File: src/rtl/sgn_mul_pkg.sv
package sgn_mul_pkg;
  localparam int unsigned DATA_W = 16;
  localparam int unsigned IMM_W  = 13;
  localparam int unsigned PROD_W = 2 * DATA_W;

  // Widen a signed immediate to the data width by repeating its top bit
  function automatic logic [DATA_W-1:0] widen_imm(input logic [IMM_W-1:0] v);
    return {{(DATA_W-IMM_W){v[IMM_W-1]}}, v};
  endfunction

  // Signed product of two data-width words
  function automatic logic [PROD_W-1:0] smul(input logic [DATA_W-1:0] a,
                                             input logic [DATA_W-1:0] b);
    logic signed [PROD_W-1:0] r;
    r = $signed(a) * $signed(b);
    return r;
  endfunction
endpackage

File: src/rtl/hold_reg.sv
module hold_reg #(
  parameter int unsigned W = 16
) (
  input  logic         clk,
  input  logic         rst_n,
  input  logic         load,
  input  logic [W-1:0] d,
  output logic [W-1:0] q
);
  always_ff @(posedge clk or negedge rst_n) begin
    if (!rst_n)    q <= '0;
    else if (load) q <= d;
  end


  load_capture_chk: assert property (@(posedge clk) disable iff (!rst_n)
    load |=> (q == $past(d)));


  idle_hold_chk: assert property (@(posedge clk) disable iff (!rst_n)
    !load |=> $stable(q));
endmodule

File: src/rtl/operand_sel.sv
module operand_sel
  import sgn_mul_pkg::*;
(
  input  logic              imm_sel,
  input  logic [DATA_W-1:0] bus_op,
  input  logic [IMM_W-1:0]  imm_op,
  output logic [DATA_W-1:0] op_o
);
  logic [DATA_W-1:0] imm_wide;

  assign imm_wide = widen_imm(imm_op);
  assign op_o     = imm_sel ? imm_wide : bus_op;


  always_comb begin
    if (imm_sel)
      imm_sext_chk: assert ((op_o[DATA_W-1:IMM_W-1] == '0) ||
                            (op_o[DATA_W-1:IMM_W-1] == '1));
  end
endmodule

File: src/rtl/mul_core.sv
module mul_core
  import sgn_mul_pkg::*;
(
  input  logic [DATA_W-1:0] a,
  input  logic [DATA_W-1:0] b,
  output logic [PROD_W-1:0] prod
);
  localparam logic [DATA_W-1:0] MOST_NEG = {1'b1, {(DATA_W-1){1'b0}}};
  localparam logic [PROD_W-1:0] TOP_POS  = {2'b01, {(PROD_W-2){1'b0}}};

  assign prod = smul(a, b);


  always_comb begin
    if (a == MOST_NEG && b == MOST_NEG)
      no_overflow_chk: assert (prod == TOP_POS);
  end
endmodule

File: src/rtl/sgn_mul_unit.sv
module sgn_mul_unit
  import sgn_mul_pkg::*;
(
  input  logic              clk,
  input  logic              rst_n,
  input  logic              t_load,
  input  logic              mul_go,
  input  logic              imm_sel,
  input  logic [DATA_W-1:0] bus_op,
  input  logic [IMM_W-1:0]  imm_op,
  output logic [PROD_W-1:0] p_out
);
  logic [DATA_W-1:0] t_val;
  logic [DATA_W-1:0] op_val;
  logic [PROD_W-1:0] prod_w;

  hold_reg #(.W(DATA_W)) u_treg (
    .clk(clk), .rst_n(rst_n), .load(t_load), .d(bus_op), .q(t_val)
  );

  operand_sel u_opsel (
    .imm_sel(imm_sel), .bus_op(bus_op), .imm_op(imm_op), .op_o(op_val)
  );

  mul_core u_core (
    .a(t_val), .b(op_val), .prod(prod_w)
  );

  hold_reg #(.W(PROD_W)) u_preg (
    .clk(clk), .rst_n(rst_n), .load(mul_go), .d(prod_w), .q(p_out)
  );


  reset_clear_chk: assert property (@(posedge clk)
    !rst_n |=> (p_out == '0));


  old_t_used_chk: assert property (@(posedge clk) disable iff (!rst_n)
    (t_load && mul_go) |=> (p_out == $past(smul(t_val, op_val))));
endmodule

File: config.mk
export PLATFORM = sky130hd
export DESIGN_NAME = sgn_mul_unit
export DESIGN_NICKNAME = d
export VERILOG_FILES = /design/src/rtl/sgn_mul_pkg.sv /design/src/rtl/hold_reg.sv /design/src/rtl/operand_sel.sv /design/src/rtl/mul_core.sv /design/src/rtl/sgn_mul_unit.sv
export SDC_FILE = /design/constraint.sdc
export NUM_CORES = 1
export LEC_CHECK = 0
export BUFFER_PORTS_ARGS = -buffer_cell sky130_fd_sc_hd__buf_2
export CAP_MARGIN = 5
export CORE_MARGIN = 1.5
export CORE_UTILIZATION = 55
export DETAILED_ROUTE_END_ITERATION = 8
export GPL_ROUTABILITY_DRIVEN = 0
export MAX_ROUTING_LAYER = met4
export PLACE_DENSITY = 0.73
export SKIP_LAST_GASP = 1
export SLEW_MARGIN = 20
export SYNTH_ARGS = -nofsm -noshare
export SYNTH_HDL_FRONTEND = slang
export SYNTH_SLANG_ARGS = --single-unit
File: constraint.sdc
create_clock -name clk -period 18.6 [get_ports clk]
set_input_delay 1.86 -clock clk [delete_from_list [all_inputs] [get_ports clk]]
set_output_delay 1.86 -clock clk [all_outputs]
set_load 0.01 [all_outputs]
==> results of run 1 <==
-- path summary, 6_finish.rpt --
check,startpoint,endpoint,slack (ps),cells after the start
setup / recovery,imm_sel,u_preg.q[30]$_DFFE_PN0P_,10190,20
hold / removal,u_preg.q[6]$_DFFE_PN0P_,u_preg.q[6]$_DFFE_PN0P_,500,1
min in group asynchronous,rst_n,u_preg.q[15]$_DFFE_PN0P_,1670,2
hold reg to reg,u_preg.q[6]$_DFFE_PN0P_,u_preg.q[6]$_DFFE_PN0P_,500,1
max in group asynchronous,rst_n,u_treg.q[0]$_DFFE_PN0P_,16480,2
setup reg to reg,u_treg.q[15]$_DFFE_PN0P_,u_preg.q[30]$_DFFE_PN0P_,11890,18
-- worst reg2reg max path, cell delays in order (launching register included) --
cell,delay [ps]
dfrtp_1,800
nand2_1,210
inv_1,170
fa_1,560
fa_1,830
fa_1,520
fa_1,520
fa_1,500
inv_1,50
fa_1,480
inv_1,50
ha_1,440
nand4_1,200
nor2_1,150
nand3_1,130
a31oi_4,240
nor4_2,70
o311a_1,330
a2111o_1,340
-- layer usage --
| layer | share of wire [%] | GRT usage (%) |
|---|---|---|
| met5 | 0 | - |
| met4 | 0.76 | 2.77 |
| met3 | 8.6 | 7.00 |
| met2 | 46 | 43.5 |
| met1 | 45 | 42.0 |
-- per-stage QoR --
stage          instances  utilization (%)
6_report            1546             59.6
5_1_grt             1546             59.6
4_1_cts             1546             59.6
3_5_place_dp        1538             58.8
3_3_place_gp        1538             58.8
2_1_floorplan       1240                -
-- cell usage in the layout (no fill, tap or decap), types with 10 or more instances in the layout --
cell type,instances
a21oi_1,19
dfrtp_1,48
ha_1,82
mux2_2,40
inv_1,290
nor2_1,33
a21o_1,16
nand2_1,128
fa_1,262
nand2b_1,10
buf_2,65
and2_1,81
xnor2_1,20
nor2b_1,40
nor3_1,10
-- cell families (layout without fill, tap and decap cells) --
logic type | Yosys count | after routing
buffers and inverters | 339 | 370
DFF | 48 | 48
adders and majority gates | 344 | 344
and+or+nand+nor | 336 | 336
AOI/OAI and AO/OA | 105 | 105
xor gates and xnor gates | 23 | 23
muxes | 45 | 45
-- registers in the layout (all words and copies together) (netlist names) --
signal	flops
u_treg.q	16
u_preg.q	32
-- cells in the mapped netlist (all sizes together), types with 2 or more instances --
cell type  count
nand3          6
o31ai          6
mux2          40
a21o          16
buf            3
o2111ai        3
dfrtp         48
o2bb2ai        2
mux2i          5
fa           262
and3           3
nor2          33
clkbuf        45
inv          290
o211a          2
or2            3
nor3          10
a21boi         2
and2          81
nand3b         6
o211ai         3
nand2b        10
a21oi         20
nand4          6
o21ai         17
nor2b         40
or3            2
o21bai         2
a211oi        10
xnor2         20
a31oi          5
nand2        128
xor2           3
nor4           4
o21a           9
ha            82
-- area by class of cell --
class                      instances  share of cell area, %
clock buffer                       6                   1.10
clock inverter                     2                  0.109
inverter                         291                   8.64
multi-input combinational        853                   75.0
sequential                        48                   9.50
tap                              275                   2.72
timing repair buffer              71                   2.93
==> metrics.md, run 1 <==
| Metric | Value |
|---|---|
| CTS max path bufs | `2` |
| Die ar. | `22700 um^2` |
| Worst Skew | `9.32 ps` |
| Synth top area cells | `fa_1 44%, dfrtp_1 10%, inv_1 9.1%` |
| Final hold vios | `0` |
| Post-cts gate resize count | `0` |
| Largest family of logic cells by synthesized area | `adder cells` |
| Vias | `8403` |
| Slew HR | `43.2%` |
| Minimum clock period | `8410 ps` |
| Post-synthesis xor/xnor area fraction | `1.68%` |
| CP top delay family | `adder cells` |
| RSZ-0062 raised after global routing | `no` |
| CTS tree | `yes` |
| Fin area | `12600 um^2` |
| FILL cells | `1814` |
| Multi-input logic area | `9480 um^2` |
| Syn_area_per_cell | `9.67 um^2` |
| Initial antenna violation count | `0` |
| Post-place setup slack | `9950 ps` |
| CP Buf/Inv Count | `4` |
| Port bufs | `65` |
| Crit start category | `input pin` |
| Largest stage delay, worst path | `830 ps` |
| Register area | `1200 um^2` |
| Layout area overhead | `5.48%` |
| Clk slew on worst S/H paths | `70 ps` |
| # setup viols final | `0` |
| Initial DRC Count | `496` |
| Critical path peak fanout | `18` |
| Status | `finished clean` |
| Gr ovfl total | `0` |
| Setup crit end kind | `flop` |
| Initial Utilization | `56.5%` |
| Crit path DAT | `8600 ps` |
| Hpwl dp | `23600 um` |
| Die Ht | `151 um` |
| Mux cell area share after synthesis | `4.18%` |
| Worst-Margin Slew | `847 ps` |
| Antenna viol nets, final | `0` |
| Wire length of the first global-routing pass | `48500 um` |
| Mapped cell area | `12000 um^2` |
| Crit Path Category | `in -> reg` |
| CTS sink count | `48` |
| DRC Markers | `0` |
| Vias per cell | `5.44` |
| Largest net degree at the start of global routing | `49` |
| Worst setup margin | `10190 ps` |
| Clk_lat worst skew | `310 ps` |
| Final Cycle Share | `45.2%` |
| Max-cap violations | `0` |
| Hold buffers post-CTS | `0` |
| Chip width | `151 um` |
| Syn. warnings | `0` |
| Post-CTS Setup Repair Bufs | `0` |
| Top cell type's share of synthesized area | `43.8%` |
| Num rows | `53` |
| #FFs+latches synth | `48` |
| Core ar. | `21200 um^2` |
| Cells after Synth | `1240` |
| Most used DFF post-synth | `dfrtp_1` |
| Yosys cell types | `64` |
| Hold Path Class | `reg -> reg` |
| Slew Viols, Final | `0` |
| Area after DPL | `12500 um^2` |
| Vias in the first global route | `8996` |
| Share of layout cells above drive strength 1 | `10.9%` |
| Drt pass-1 iters | `5` |
| I/O Pins | `66` |
| Ant diodes | `0` |
| Routed WL | `29000 um` |
| WP data required | `18790 ps` |
| Largest area contributor in the netlist | `fa_1` |
| Critical path cell sequence | `buf_2, mux2_2, nand2_1, inv_1, fa_1, fa_1, fa_1, fa_1, fa_1, inv_1, fa_1, inv_1, ha_1, nand4_1, nor2_1, nand3_1, a31oi_4, nor4_2, o311a_1, a2111o_1` |
| Ys async rst share | `100%` |
| TNS Setup | `0 ps` |
| Compound-Gate Fraction of Synth Area | `6.61%` |
| Max Fclk | `119 MHz` |
| CTS buffer count | `5` |
| Synth Area in Adders | `52.3%` |
| Routed WL per cell | `18.8 um` |
| Register area share after synthesis | `10.0%` |
| Most frequent CP cell | `fa_1` |
| EDFF count, synth | `0` |
| Mapped Nets | `1618` |
| Post-Synth Simple-Gate Area | `14.3%` |
| Fin nets | `1648` |
| Min Hold Slack | `499 ps` |
| Total track usage | `29.1%` |
| CP max stage cell | `fa_1` |
| H-tree Lvls | `2` |
| Clock Tree Root | `clkbuf_16` |
Power of run 1 is left out: the tool's default activity adds up to more than one toggle a clock period on the data nets, which glitch-free logic cannot reach.
==> run 2: changes to the inputs <==
--- a/config.mk
+++ b/config.mk
@@ -12,7 +12,7 @@
 export DETAILED_ROUTE_END_ITERATION = 8
 export GPL_ROUTABILITY_DRIVEN = 0
 export MAX_ROUTING_LAYER = met4
-export PLACE_DENSITY = 0.73
+export PLACE_DENSITY = 0.76
 export SKIP_LAST_GASP = 1
 export SLEW_MARGIN = 20
 export SYNTH_ARGS = -nofsm -noshare
==> constraint.sdc (replaced) <==
create_clock -name clk -period 7.4 [get_ports clk]
set_input_delay 0.74 -clock clk [delete_from_list [all_inputs] [get_ports clk]]
set_output_delay 0.74 -clock clk [all_outputs]
set_load 0.01 [all_outputs]
==> metrics.md, run 2 (synthesis results as in run 1) <==
| Metric | Value |
|---|---|
| Placed insts | `1550 (+0.78%)` |
| CTS sink count | `48 (unchanged)` |
| Biggest register | `u_preg.q` |
| Max reg flops | `32 (unchanged)` |
| Crit path DAT | `7250 ps (-1350 ps)` |
| Final hold vios | `0 (unchanged)` |
| Antenna viol nets, final | `0 (unchanged)` |
| Total track usage | `29.2% (+0.085 points)` |
| Fin nets | `1660 (+0.73%)` |
| Final Cycle Share | `94.8%` |
| Share of layout cells above drive strength 1 | `11.5% (+0.61 points)` |
| Crit Path Category | `in -> reg` |
| Max-cap violations | `0 (unchanged)` |
| DRC Markers | `0 (unchanged)` |
| Crit start category | `input pin` |
| CTS buffer count | `5 (unchanged)` |
| Layout area overhead | `6.04%` |
| Clk_lat worst skew | `300 ps (about the same)` |
| Minimum clock period | `7020 ps` |
| Chip width | `151 um (unchanged)` |
| TNS Setup | `0 ps (unchanged)` |
| # setup viols final | `0 (unchanged)` |
| Largest net degree at the start of global routing | `49 (unchanged)` |
| WP data required | `7640 ps (-11150 ps)` |
| Worst Skew | `4.14 ps (-5.18 ps)` |
| Vias per cell | `5.52 (+1.5%)` |
| Hpwl dp | `23200 um (-1.3%)` |
| Ant diodes | `0 (unchanged)` |
| Gr ovfl total | `0 (unchanged)` |
| Core ar. | `21200 um^2 (unchanged)` |
| Hold buffers post-CTS | `0 (unchanged)` |
| Wire length of the first global-routing pass | `49400 um (+1.9%)` |
| Vias in the first global route | `9405 (+4.5%)` |
| Post-place setup slack | `117 ps (-9840 ps)` |
| Slew HR | `42.3% (-0.92 points)` |
| CTS tree | `yes` |
| FILL cells | `1777 (-2.0%)` |
| Post-CTS Setup Repair Bufs | `0 (unchanged)` |
| Routed WL per cell | `18.4 um (-2.1%)` |
| Routed WL | `28600 um (-1.4%)` |
| I/O Pins | `66 (unchanged)` |
| Drt pass-1 iters | `5 (unchanged)` |
| Fin cells | `1557 (+0.71%)` |
| Worst setup margin | `382 ps (-9810 ps)` |
| Status | `finished clean` |
| Initial antenna violation count | `0 (unchanged)` |
| Vias | `8591 (+2.2%)` |
| Clk slew on worst S/H paths | `70 ps (about the same)` |
| Clock Tree Root | `clkbuf_16` |
| H-tree Lvls | `2 (unchanged)` |
| Multi-input logic area | `9480 um^2 (about the same)` |
| Setup crit end kind | `flop` |
| Critical path peak fanout | `18 (unchanged)` |
| Die Ht | `151 um (unchanged)` |
| Post-cts gate resize count | `0 (unchanged)` |
| Worst-Margin Slew | `860 ps (+13.8 ps)` |
| Die ar. | `22700 um^2 (unchanged)` |
| Min Hold Slack | `483 ps (-16.0 ps)` |
| Max Fclk | `142 MHz` |
| RSZ-0062 raised after global routing | `no` |
| Num rows | `53 (unchanged)` |
| Hold Path Class | `reg -> reg` |
| Port bufs | `65 (unchanged)` |
| Register area | `1200 um^2 (unchanged)` |
| CTS max path bufs | `2 (unchanged)` |
| Biggest regs | `u_preg.q (32), u_treg.q (16)` |
| Initial Utilization | `56.5% (unchanged)` |
| Slew Viols, Final | `0 (unchanged)` |
| Most frequent cells in the layout | `290 x inv_1, 262 x fa_1, 128 x nand2_1` |
| Commonest non-fill, non-tap cell in the layout | `inv_1` |
| Initial DRC Count | `555 (+12%)` |
## run 2: worst max-delay path, cell delays in order
cell and delay (ps):
buf_2 360, mux2_2 590, and2_1 270, fa_1 530
inv_1 60, fa_1 540, inv_1 60, fa_1 480
fa_1 440, fa_1 540, inv_1 60, fa_1 530
inv_1 60, ha_1 360, nand4_2 190, nor2_1 80
a211oi_2 300, a21boi_2 120, o2111ai_2 240, a31oi_1 130
or4_1 480, nand3_1 90
## run 2: final timing paths
kind	startpoint	endpoint	slack, ps	cells past startpoint
min in group asynchronous	rst_n	u_preg.q[8]$_DFFE_PN0P_	550	2
min reg2reg	u_preg.q[28]$_DFFE_PN0P_	u_preg.q[28]$_DFFE_PN0P_	480	2
min	u_preg.q[28]$_DFFE_PN0P_	u_preg.q[28]$_DFFE_PN0P_	480	2
max	imm_sel	u_preg.q[31]$_DFFE_PN0P_	380	22
max in group asynchronous	rst_n	u_treg.q[15]$_DFFE_PN0P_	6410	2
max reg2reg	u_treg.q[15]$_DFFE_PN0P_	u_preg.q[30]$_DFFE_PN0P_	950	18
## run 2: area by class of cell
cell class,count,area share (%)
clock buffer,5,0.984
tap,275,2.71
clock inverter,2,0.0984
sequential,48,9.45
timing repair buffer,83,3.62
multi-input combinational,853,74.5
inverter,291,8.59
## run 2: layer usage
metal | global-route usage [%] | vias to the layer above | routed length, um
met3 | 4.42 | 30 | 2380
met5 | - | - | 0
met4 | 4.90 | 0 | 345
met1 | 42.7 | 4374 | 12600
li1 | - | 3812 | -
met2 | 44.0 | 375 | 13200
## run 2: metrics by stage
| stage | instance area (um^2) | util [%] |
|---|---|---|
| 2_1_floorplan | 12000 | - |
| 3_3_place_gp | 12600 | 59.3 |
| 3_5_place_dp | 12600 | 59.3 |
| 4_1_cts | 12700 | 59.9 |
| 5_1_grt | 12700 | 59.9 |
| 6_report | 12700 | 59.9 |
Power of run 2 is left out for the same reason.
==> run 3: changes to the inputs <==
--- a/config.mk
+++ b/config.mk
@@ -5,14 +5,16 @@
 export SDC_FILE = /design/constraint.sdc
 export NUM_CORES = 1
 export LEC_CHECK = 0
+export ABC_AREA = 1
 export BUFFER_PORTS_ARGS = -buffer_cell sky130_fd_sc_hd__buf_2
 export CAP_MARGIN = 5
 export CORE_MARGIN = 1.5
 export CORE_UTILIZATION = 55
+export CTS_BUF_LIST = sky130_fd_sc_hd__clkbuf_16
 export DETAILED_ROUTE_END_ITERATION = 8
 export GPL_ROUTABILITY_DRIVEN = 0
 export MAX_ROUTING_LAYER = met4
-export PLACE_DENSITY = 0.76
+export PLACE_DENSITY = 0.73
 export SKIP_LAST_GASP = 1
 export SLEW_MARGIN = 20
 export SYNTH_ARGS = -nofsm -noshare
==> constraint.sdc (replaced) <==
create_clock -name clk -period 7.2 [get_ports clk]
set_input_delay 0.72 -clock clk [delete_from_list [all_inputs] [get_ports clk]]
set_output_delay 0.72 -clock clk [all_outputs]
set_load 0.01 [all_outputs]
==> metrics.md, run 3 <==
| Metric | Value |
|---|---|
| EDFF count, synth | `0 (unchanged)` |
| Initial antenna violation count | `0 (unchanged)` |
| CTS buffer count | `5 (unchanged)` |
| Post-CTS Setup Repair Bufs | `0 (unchanged)` |
| Most frequent CP cell | `fa_1` |
| Cells after Synth | `1561 (+26%)` |
| Worst reg2reg endpoint | `u_preg.q[31]$_DFFE_PN0P_` |
| Critical path peak fanout | `15 (-3)` |
| Syn. warnings | `0 (unchanged)` |
| Setup crit end kind | `flop` |
| Worst hold start | `u_preg.q[1]$_DFFE_PN0P_` |
| Crit Path Category | `in -> reg` |
| Most Crowded Layer GR | `met2` |
| Yosys cell types | `35 (-45%)` |
| Port bufs | `65 (unchanged)` |
| R2R cell count | `20 (+2)` |
| Hold EP | `u_preg.q[1]$_DFFE_PN0P_` |
| CTS max path bufs | `2 (unchanged)` |
| Max Fclk | `148 MHz` |
| Mapped Nets | `1939 (+20%)` |
| Clock Tree Root | `clkbuf_16` |
| Ys async rst share | `100% (unchanged)` |
| Final Cycle Share | `93.9%` |
| Fin area | `13100 um^2 (+3.2%)` |
| Status | `finished clean` |
| Clk_lat worst skew | `310 ps (about the same)` |
| Share of layout cells above drive strength 1 | `8.00% (-3.5 points)` |
| Minimum clock period | `6760 ps` |
| FILL cells | `1992 (+12%)` |
| Final hold vios | `0 (unchanged)` |
| Mapped cell area | `12300 um^2 (+2.5%)` |
| Met2 GRT Util | `47.5% (+3.5 points)` |
| Biggest register | `u_preg.q` |
| Max reg flops | `32 (unchanged)` |
| Wire length of the first global-routing pass | `57500 um (+16%)` |
| Vias | `10.2k (+18%)` |
| Commonest non-fill, non-tap cell in the layout | `inv_1` |
| Critical path cell sequence | `buf_2, inv_2, or2_2, nand2_2, nor2_1, fa_1, fa_1, inv_1, fa_1, fa_1, fa_1, fa_1, inv_1, ha_1, nand2_1, nor3_1, nand2_1, nor2_1, nand2_1, nand3_1, nand2_1, nand3_1, nand2_1` |
| Max-cap violations | `0 (unchanged)` |
| Die Ht | `152 um (+1.2%)` |
| I/O Pins | `66 (unchanged)` |
| DRC Markers | `0 (unchanged)` |
| Most frequent cells in the layout | `386 x inv_1, 364 x nand2_1, 262 x fa_1` |
| Crit start category | `input pin` |
| Routed WL per cell | `17.8 um (-3.0%)` |
| Top cell type's share of synthesized area | `42.7% (-1.1 points)` |
| WP data required | `7400 ps (-240 ps)` |
| Clk slew on worst S/H paths | `70 ps (about the same)` |
| Biggest regs | `u_preg.q (32), u_treg.q (16)` |
| Synth top cells by count | `386 x inv_1, 364 x nand2_1, 262 x fa_1` |
| Syn_area_per_cell | `7.87 um^2 (-19%)` |
| Hpwl dp | `28700 um (+24%)` |
| Area after DPL | `12900 um^2 (+2.8%)` |
| Register area share after synthesis | `9.77% (-0.25 points)` |
| Slew Viols, Final | `0 (unchanged)` |
| Vias in the first global route | `10.7k (+14%)` |
| Initial DRC Count | `838 (+51%)` |
| Initial Utilization | `56.1% (-0.35 points)` |
| Hold Path Class | `reg -> reg` |
| # setup viols final | `0 (unchanged)` |
| Gr ovfl total | `0 (unchanged)` |
| CP max stage cell | `fa_1` |
| H-tree Lvls | `2 (unchanged)` |
| Chip width | `152 um (+1.2%)` |
| Core ar. | `21900 um^2 (+3.2%)` |
| Vias per cell | `5.38 (-2.5%)` |
| Layout area overhead | `6.77%` |
| Ant diodes | `0 (unchanged)` |
| CTS sink count | `48 (unchanged)` |
| FF-to-FF Start | `u_treg.q[15]$_DFFE_PN0P_` |
| CTS tree | `yes` |
| Worst Skew | `7.07 ps (+2.93 ps)` |
| Hold path depth | `2 (unchanged)` |
| Flop2flop setup slack | `940 ps (about the same)` |
| Synth top area cells | `fa_1 43%, inv_1 12%, nand2_1 11%` |
| Die ar. | `23300 um^2 (+2.5%)` |
| Most frequent cell after synthesis | `inv_1` |
| Met3 usage | `6.68% (+2.3 points)` |
| #FFs+latches synth | `48 (unchanged)` |
| Worst-Margin Slew | `661 ps (-199 ps)` |
| Largest area contributor in the netlist | `fa_1` |
| Fin nets | `1989 (+20%)` |
| TNS Setup | `0 ps (unchanged)` |
| Num rows | `54 (+1.9%)` |
| Slew HR | `55.9% (+14 points)` |
| RSZ-0062 raised after global routing | `no` |
| Routed WL | `33700 um (+18%)` |
| Drt pass-1 iters | `5 (unchanged)` |
| Antenna viol nets, final | `0 (unchanged)` |
| Largest net degree at the start of global routing | `49 (unchanged)` |
| Crit path DAT | `6960 ps (-290 ps)` |
| Total track usage | `32.4% (+3.3 points)` |
| Largest stage delay, worst path | `860 ps (+270 ps)` |
| Most used DFF post-synth | `dfrtp_1` |
| Met1 Use GR | `45.0% (+2.3 points)` |
==> run 3: worst max-delay path: cells and delay by family <==
family	cells	cell delay [ps]
simple gates	12	1620
buf+inv	4	650
fa+ha+maj	7	3940
==> run 3: cell type report <==
class | instances | area, um^2 | share of cell area [%]
clock buffers | 5 | 125 | 0.954
clock inverters | 3 | 68.8 | 0.524
inverters | 399 | 1500 | 11.4
multi-input cells | 1074 | 9420 | 71.8
flip-flops and latches | 48 | 1200 | 9.15
well taps | 280 | 350 | 2.67
repair buffers | 83 | 460 | 3.51
==> run 3: metrics by stage <==
stage	utilization (%)	hold slack (ps)	setup slack, ps	instances
final	59.9	480	437	1892
after global routing	59.9	492	131	1892
after CTS	59.9	477	462	1892
after detailed placement	59.0	459	182	1884
after global placement	59.0	453	280	1884
after floorplan	-	424	1140	1561
==> run 3: worst max path at each step <==
stage | startpoint | end | depth (start not counted)
finish | imm_sel | u_preg.q[31]$_DFFE_PN0P_ | 23
CTS | imm_sel | u_preg.q[29]$_DFFE_PN0P_ | 25
global placement | imm_sel | u_preg.q[29]$_DFFE_PN0P_ | 23
floorplan | imm_sel | u_preg.q[31]$_DFFE_PN0P_ | 22
detailed placement | imm_sel | u_preg.q[29]$_DFFE_PN0P_ | 25
global route | imm_sel | u_preg.q[31]$_DFFE_PN0P_ | 23
==> run 3: timing repair <==
action / CTS / global route
hold buffers: 0 / 0
endpoints found under the setup margin: 0 / 1
gates resized for setup: 0 / 1
==> run 3: per-layer routing <==
metal | part of all wire [%] | vias up
met2 | 44 | 506
met3 | 10 | 110
met4 | 4.5 | 0
met1 | 42 | 4945
met5 | 0 | -
li1 | - | 4617
==> run 3: cell families (layout without fill, tap and decap cells) <==
group	after synthesis	count (layout)	share of synthesized area, %
mux	1	1	0.0815
buf+inv	439	490	13.6
simple gates	643	643	21.4
flops	48	48	9.77
xor+xnor	13	13	0.926
fa+ha+maj	344	344	51.0
compound gates	73	73	3.17
Power of run 3 is left out for the same reason.
